[config.mk]
export PLATFORM = sky130hd
export DESIGN_NAME = cellscr_top
export DESIGN_NICKNAME = d
export VERILOG_FILES = /design/src/rtl/cellscr_pkg.sv /design/src/rtl/cellscr_stages.sv /design/src/rtl/cellscr_mix.sv /design/src/rtl/cellscr_outstage.sv /design/src/rtl/cellscr_top.sv
export SDC_FILE = /design/constraint.sdc
export NUM_CORES = 1
export LEC_CHECK = 0
export ABC_AREA = 1
export BUFFER_PORTS_ARGS = -buffer_cell sky130_fd_sc_hd__buf_2
export CAP_MARGIN = 5
export CORE_ASPECT_RATIO = 1.4
export CORE_UTILIZATION = 59
export CTS_CLUSTER_SIZE = 8
export DETAILED_ROUTE_END_ITERATION = 12
export PLACE_DENSITY = 0.82
export RECOVER_POWER = 100
export SLEW_MARGIN = 0
export SYNTH_ARGS = -nofsm -noshare
export SYNTH_HDL_FRONTEND = slang
export SYNTH_SLANG_ARGS = --single-unit
[constraint.sdc]
create_clock -name clk -period 1.3 [get_ports clk]
set_clock_uncertainty 0.2 [all_clocks]
set_input_delay 0.13 -clock clk [delete_from_list [all_inputs] [get_ports clk]]
set_output_delay 0.13 -clock clk [all_outputs]
set_load 0.005 [all_outputs]
[src/rtl/cellscr_pkg.sv]
package cellscr_pkg;

  typedef enum logic {
    MODE_SCRAMBLE   = 1'b0,
    MODE_DESCRAMBLE = 1'b1
  } cellscr_mode_e;

  // Payload bits are mixed with the tap; header bits pass unchanged.
  function automatic logic mix_bit(logic d, logic tap, logic pay);
    return pay ? (d ^ tap) : d;
  endfunction

endpackage

[src/rtl/cellscr_stages.sv]
module cellscr_stages #(
  parameter int DEPTH = 43
) (
  input  logic clk,
  input  logic rst,
  input  logic shift_en,
  input  logic feed_bit,
  output logic tap_bit,
  output logic head_bit
);
  localparam int TAP_IDX = DEPTH - 1;

  logic [DEPTH-1:0] stage_q;

  always_ff @(posedge clk) begin
    if (rst)
      stage_q <= '0;
    else if (shift_en)
      stage_q <= {stage_q[TAP_IDX-1:0], feed_bit};
  end

  assign tap_bit  = stage_q[TAP_IDX];
  assign head_bit = stage_q[0];

  // reset empties every stage
  assert_clear_R1: assert property (@(posedge clk) rst |=> stage_q == '0);

  // without a payload shift the register is frozen
  assert_freeze_R5: assert property (@(posedge clk) disable iff (rst)
    !shift_en |=> $stable(stage_q));

  // each stage takes the previous stage's old value on a shift
  assert_shift_R3: assert property (@(posedge clk) disable iff (rst)
    shift_en |=> stage_q[TAP_IDX:1] == $past(stage_q[TAP_IDX-1:0]));

endmodule

[src/rtl/cellscr_mix.sv]
module cellscr_mix
  import cellscr_pkg::*;
(
  input  logic in_bit,
  input  logic tap_bit,
  input  logic payload,
  input  logic mode_bit,
  output logic res_bit,
  output logic feed_bit
);
  cellscr_mode_e mode;

  always_comb begin
    mode     = cellscr_mode_e'(mode_bit);
    res_bit  = mix_bit(in_bit, tap_bit, payload);
    feed_bit = (mode == MODE_DESCRAMBLE) ? in_bit : res_bit;
  end

endmodule

[src/rtl/cellscr_outstage.sv]
module cellscr_outstage (
  input  logic clk,
  input  logic rst,
  input  logic load,
  input  logic load_bit,
  input  logic out_ready,
  output logic out_valid,
  output logic out_bit,
  output logic slot_free
);
  always_ff @(posedge clk) begin
    if (rst) begin
      out_valid <= 1'b0;
      out_bit   <= 1'b0;
    end else if (load) begin
      out_valid <= 1'b1;
      out_bit   <= load_bit;
    end else if (out_ready) begin
      out_valid <= 1'b0;
    end
  end

  assign slot_free = !out_valid || out_ready;

  // reset drops the output item
  assert_empty_R1: assert property (@(posedge clk) rst |=> !out_valid);

  // a stalled item holds its value
  assert_hold_R7: assert property (@(posedge clk) disable iff (rst)
    (out_valid && !out_ready) |=> (out_valid && $stable(out_bit)));

  // a loaded item is presented on the next cycle
  assert_load_R6: assert property (@(posedge clk) disable iff (rst)
    load |=> out_valid);

endmodule

[src/rtl/cellscr_top.sv]
module cellscr_top #(
  parameter int DEPTH = 43
) (
  input  logic clk,
  input  logic rst,
  input  logic descr_mode,
  input  logic in_valid,
  output logic in_ready,
  input  logic in_bit,
  input  logic in_payload,
  output logic out_valid,
  input  logic out_ready,
  output logic out_bit
);
  logic accept;
  logic shift_en;
  logic tap_bit;
  logic head_bit;
  logic res_bit;
  logic feed_bit;
  logic slot_free;

  assign in_ready = slot_free;
  assign accept   = in_valid && slot_free;
  assign shift_en = accept && in_payload;

  cellscr_mix u_mix (
    .in_bit   (in_bit),
    .tap_bit  (tap_bit),
    .payload  (in_payload),
    .mode_bit (descr_mode),
    .res_bit  (res_bit),
    .feed_bit (feed_bit)
  );

  cellscr_stages #(.DEPTH(DEPTH)) u_stages (
    .clk      (clk),
    .rst      (rst),
    .shift_en (shift_en),
    .feed_bit (feed_bit),
    .tap_bit  (tap_bit),
    .head_bit (head_bit)
  );

  cellscr_outstage u_out (
    .clk       (clk),
    .rst       (rst),
    .load      (accept),
    .load_bit  (res_bit),
    .out_ready (out_ready),
    .out_valid (out_valid),
    .out_bit   (out_bit),
    .slot_free (slot_free)
  );

  // scrambled output is input XOR last stage
  assert_scr_out_R2: assert property (@(posedge clk) disable iff (rst)
    (accept && in_payload && !descr_mode) |=> out_bit == $past(in_bit ^ tap_bit));

  // in scramble mode the output is what entered stage 0
  assert_scr_feed_R3: assert property (@(posedge clk) disable iff (rst)
    (accept && in_payload && !descr_mode) |=> head_bit == out_bit);

  // in descramble mode the received bit enters stage 0
  assert_dsc_feed_R4: assert property (@(posedge clk) disable iff (rst)
    (accept && in_payload && descr_mode) |=>
      (head_bit == $past(in_bit)) && (out_bit == $past(in_bit ^ tap_bit)));

  // header bits pass straight through
  assert_passthru_R5: assert property (@(posedge clk) disable iff (rst)
    (accept && !in_payload) |=> out_bit == $past(in_bit));

  // no acceptance while the output is stalled
  assert_stall_R7: assert property (@(posedge clk) disable iff (rst)
    (out_valid && !out_ready) |-> !in_ready);

endmodule

* Word-level counts from Yosys, hierarchy flattened
Cells that the tools add are included.
** Storage, ports and cells
- Register bits :: 45
- Bits in latches :: 0
- Bits in writable memories :: 0
- Bits in read-only memories :: 0
- Input bits :: 7
- Output and inout bits :: 3
- Memories kept :: 0
** Operators by class
- $add $sub $neg :: 0
- Multiply operators :: 0
- Div/mod/pow operators :: 0
- $lt $le $gt $ge :: 0
- Eq/ne operators :: 0
- Shift-type cells :: 0
- Multiplexer cells :: 4
- Bitwise gates (word level) :: 1
- Reduce and logical (&&, ||, !) cells :: 5
** Operators by type and width (number)
- 1-bit 2-to-1 mux :: 4
- 1-bit logical AND :: 2
- 2-bit nonzero test :: 1
- 1-bit zero test :: 1
- 1-bit logical OR :: 1
- 1-bit bitwise XOR :: 1

* Longest topological paths before layout
- Depth in word-level cells :: 4
- Depth in mapped cells :: 8
- Gate-level depth less buffers :: 6

* Modules after synthesis
From an unflattened synthesis, not the netlist that was laid out.
** Second synthesis, totals
- Cell total of the unflattened synthesis :: 296
- Area total of the unflattened synthesis :: 1908.1 µm²
** By module, submodules not included
- cellscr_stages :: times used 1, cells an instance 273, area each 1773.0 µm², sequential area each 860.8 µm²
- cellscr_outstage :: times used 1, cells an instance 9, area each 75.1 µm², sequential area each 40.0 µm²
- cellscr_mix :: times used 1, cells an instance 10, area each 42.5 µm², sequential area each 0.0 µm²
- cellscr_top :: times used 1, cells an instance 4, area each 17.5 µm², sequential area each 0.0 µm²

* Worst setup path after synthesis
OpenSTA, ideal clock, no wires.
- Path type :: register to register
- From :: reg u_out.out_valid
- To :: reg u_stages.stage_q[10]
- Library setup time :: 113 ps
- Data arrival time :: 922 ps
- Required time :: 987 ps
- Slack :: 65 ps
- Cell stages (with the launch flop) :: 7
- Buffers on the path :: 2
- Clock period less this slack :: 1235 ps
- Cell sequence :: dfxtp_1 > nand2_2 > nand3_2 > buf_6 > buf_4 > nor2_1 > nor2_1
** Between the ends
- Cells in the longest elaborated chain, start to end :: 4
** RTL lines
- from (decl) :: line cellscr_outstage.sv:7 : output logic out_valid,
- from (signal assigned) :: line cellscr_outstage.sv:13 : out_valid <= 1'b0;
- from (signal assigned) :: line cellscr_outstage.sv:16 : out_valid <= 1'b1;
- from (signal assigned) :: line cellscr_outstage.sv:19 : out_valid <= 1'b0;
- 1-bit zero test :: line cellscr_outstage.sv:23 : assign slot_free = !out_valid || out_ready;
- 1-bit logical OR :: line cellscr_outstage.sv:23
- via in_ready :: line cellscr_top.sv:8 : output logic in_ready,
- 1-bit logical AND :: line cellscr_top.sv:24 : assign accept = in_valid && slot_free;
- 1-bit logical AND :: line cellscr_top.sv:25 : assign shift_en = accept && in_payload;
- to (signal assigned) :: line cellscr_stages.sv:19 : stage_q <= {stage_q[TAP_IDX-1:0], feed_bit};
- to (decl) :: line cellscr_stages.sv:13 : logic [DEPTH-1:0] stage_q;
The timed path passes the listed nets, and every way through them passes these cells.
A chain may end at the register's enable or synchronous reset.

* Worst setup path in the final report
- From :: reg u_out.out_valid
- To :: out in_ready
** Between the ends
- Cells in the longest elaborated chain, start to end :: 2
** RTL lines (line)
- 1-bit zero test :: cellscr_outstage.sv:23
- 1-bit logical OR :: cellscr_outstage.sv:23
- to (decl) :: cellscr_top.sv:8
Every way passes these cells.

==> metrics list <==
- Total via count in the routed design: between 1.5k and 2k
* Drt drc: 0
- Fmax: a little under 0.8 GHz
* Worst Path Required: approximately 0.97 ns
- CTS tree: built
* Number of cells on the worst hold path: 5
* DR WL/cell: between 9 and 10 um
- Leakage power figure: roughly 1.2 nW
- Entering global routing, the biggest net connects between 50 and 60 pins.
* Port Buf Inserts: 9
- Logic depth of the worst register-to-register path: 6
* Vertical die dimension: between 60 and 70 um
- After the first detailed-routing iteration, the DRC count stood at 37.
* First-pass iteration count of the detailed router: 4
* Number of filler cells placed in the layout: 251
- Worst IR drop on VDD: between 1 and 1.5 mV
* XOR/XNOR Fraction of Synth Area: 0%
- Cell taking the most area after synthesis: sky130_fd_sc_hd__dfxtp_1
- Post-detailed-route via-to-cell ratio: 4.53
- The H-tree generated during clock tree synthesis spans 2 levels.
* Critical path depth: 3
- The final number of max-transition violations came to 0.
- The finished cells cover roughly 2100 um^2.
- GPL Wtd Cong: approximately 0.7
* Critical Path Sink Type: primary output
- Cells with a size suffix above 1 make up around 8.5% of the layout.
- Kind of critical path: flip-flop to primary output
- The HPWL after detailed placement is roughly 1700 um.
- The kind of cell with the highest combined delay along the critical path is flip-flops.
* Buffering stage count on the worst path with inverters included: 2
- Post-layout nets: 313
- Initial core utilization: 63.9%
- For this design the ratio of total power to cell area is between 1000 and 1500 nW/um^2.
* Flop and latch count out of synthesis: 45
* First-pass GRT wire length: just over 5000 um
* Post-synthesis sequential area ratio: between 40% and 50%
* Post-Place Cell Area: 1950 um^2
- The tree is rooted in a sky130_fd_sc_hd__clkbuf_8.
- The flow ran to the end, and the final reports show no timing, DRC or antenna violations.
- For the worst-skew pair, the clock arrives at the later sink with an insertion delay of ~0.30 ns.
* Worst slew margin relative to its limit: around 87%
- Site Rows: 23
- For this design, the sink count on the clock tree is 45.
- Delay of the slowest critical-path stage: approximately 0.34 ns
- Number of antenna violations at the first check in global routing: 0
* CTS Buffer Depth: 2
- Critical Path AT: about 0.96 ns
* Mean cell area of the mapped netlist: 6.45 um^2
- Dividing the final minimum period by the clock period gives just under 100%.
* Remaining number of nets flagged by the antenna check after routing: 0
- Horizontal extent of the die: about 50 um
- Post-synthesis to final-layout area growth: 12.9%
* Finish-stage setup viols: 0
- Actual transition at the worst max-transition pin: ~0.19 ns
- For the finished layout, the period the worst path requires is approximately 1.3 ns.
- The path class of the tightest hold or removal check is input pin to flip-flop.
* Unrepaired setup endpoints after global routing: yes
- Register area: 902 um^2
- The netlist uses 16 different library cells.
* Total Power: between 2 and 3 mW
- Along the worst path, the maximum fanout reaches 3.
* Antenna diode count: 0
- In the global route stage, overall resource usage came out at between 10% and 20%.
- Clk slew on worst S/H paths: 0.08 ns
- In this run the count of I/O pins placed on the die edge is 10.
- The top cell type by area accounts for between 40% and 50% of the synthesized area.
* Proportion of synthesized area in mux cells: 0%
- Across the run, the number of max-cap violations was 0.
* Remaining Overflow, GRT: 0
* Largest family of logic cells by synthesized area: simple AND/OR/NAND/NOR gates
- Full die area: about 3400 um^2
- Placeable core region: approximately 3000 um^2
* Mapped Area: roughly 1900 um^2
- Counting the buffers created by CTS gives 5.
- Adder-cell share of the synthesized area: 0%
- Most used cells in the layout excluding fill and tap cells: 90 x sky130_fd_sc_hd__nand2_1, 88 x sky130_fd_sc_hd__nor2_1, 46 x sky130_fd_sc_hd__inv_1
- Synthesis produced a netlist whose cell count is 291.
* Number of synthesis warnings: 0
* Crit path cell chain: nand2_2 > buf_4 > buf_6
* Detailed Route WL: ~3200 um
- Leaving out fill and tap cells, the most frequent cell in the layout is sky130_fd_sc_hd__nand2_1.
- The number of global-route vias before repair came to 1321.
- Ranking of synthesized cells by area: sky130_fd_sc_hd__dfxtp_1 48%, sky130_fd_sc_hd__nand2_1 18%, sky130_fd_sc_hd__nor2_1 18%
- Area fraction in and, or, nand and nor cells after synthesis: a little under two fifths
- Area of the multi-input gates: between 700 and 800 um^2
- Total nets after synthesis: between 200 and 300
- Cell with the biggest individual delay on the critical path: sky130_fd_sc_hd__dfxtp_2
- Count of endpoints failing hold in the final timing report: 0
- Summing the areas of all compound-gate instances in the mapped netlist gives less than 1% of the synthesized area.
* Kind of start point of the critical path: flip-flop
==> what timing repair did <==
action,4_1_cts,5_1_grt
hold endpoints to repair,2,0
resized for setup,1,3
gates cloned,0,1
buffers inserted,1,0
hold buffers,5,0
setup endpoints to repair,1,4
==> layer usage <==
metal / vias to the layer above / share of wire [%] / track usage (%)
met5: - / 0 / 0
met4: 0 / 2.0 / 12.1
met3: 7 / 3.2 / 6.36
met2: 21 / 49 / 35.1
met1: 669 / 45 / 20.7
li1: 857 / - / -
==> final timing paths <==
check	to	startpoint	slack [ns]
worst max-delay path	in_ready	u_out.out_valid	0.01
worst min register to register	u_stages.stage_q[27]	u_stages.stage_q[26]	0.29
worst max register to register	u_stages.stage_q[37]	u_out.out_valid	0.06
worst min-delay path	u_out.out_valid	out_ready	0.03
==> layout make-up <==
class / instances / share of cell area (%)
clock buffer: 7 / 4.08
inverter: 47 / 8.51
multi-input combinational: 186 / 33.8
sequential: 45 / 42.6
tap: 37 / 2.19
timing repair buffer: 21 / 8.80
==> through the flow <==
step | setup WS (ns) | hold slack (ns) | TNS (ns) | std cells | util, %
6_report | 0.00985 | 0.0345 | 0 | 343 | 72.2
5_1_grt | -0.0138 | 0.0395 | -0.0435 | 343 | 72.2
4_1_cts | 0.00993 | -0.00174 | 0 | 342 | 71.3
3_5_place_dp | 0.0441 | 0.111 | 0 | 329 | 66.4
3_3_place_gp | 0.104 | 0.108 | 0 | 329 | 66.4
2_1_floorplan | 0.0651 | -0.000934 | 0 | 291 | -
==> cells in the mapped netlist <==
library cell and count:
sky130_fd_sc_hd__nand2_1 90, sky130_fd_sc_hd__nor2_1 88, sky130_fd_sc_hd__inv_1 46, sky130_fd_sc_hd__dfxtp_1 45
sky130_fd_sc_hd__buf_4 4, sky130_fd_sc_hd__clkbuf_1 4, sky130_fd_sc_hd__buf_2 3, sky130_fd_sc_hd__a21oi_1 2
sky130_fd_sc_hd__buf_6 2, sky130_fd_sc_hd__and2_1 1, sky130_fd_sc_hd__clkinv_1 1, sky130_fd_sc_hd__nand2_2 1
sky130_fd_sc_hd__nand3_1 1, sky130_fd_sc_hd__nand3_2 1, sky130_fd_sc_hd__nand4_1 1, sky130_fd_sc_hd__o21ai_0 1
==> where the power goes <==
part	total, mW	switching (mW)	internal, mW	leakage [nW]
Combinational	0.338	0.199	0.138	0.780
Sequential	1.52	0.0464	1.47	0.370
Clock	0.861	0.440	0.422	0.0443
Total	2.72	0.685	2.03	1.19
==> flip-flops by register name (all words and copies together), names as in the netlist <==
signal and flops:
u_stages.stage_q 43, u_out.out_valid 1, u_out.out_bit 1
==> kinds of logic (layout without fill, tap and decap cells) <==
family / count (synthesis) / count (layout)
compound gates: 3 / 3
buf+inv: 60 / 75
flops: 45 / 45
simple gates: 183 / 183
==> worst min-delay path: cells and delay by family <==
| family | cells | cell delay (ns) |
|---|---|---|
| AO/OA/AOI/OAI | 1 | 0.05 |
| buffers and inverters | 3 | 0.25 |
| AND/OR/NAND/NOR | 1 | 0.07 |
(Power assumes the default switching activity.)
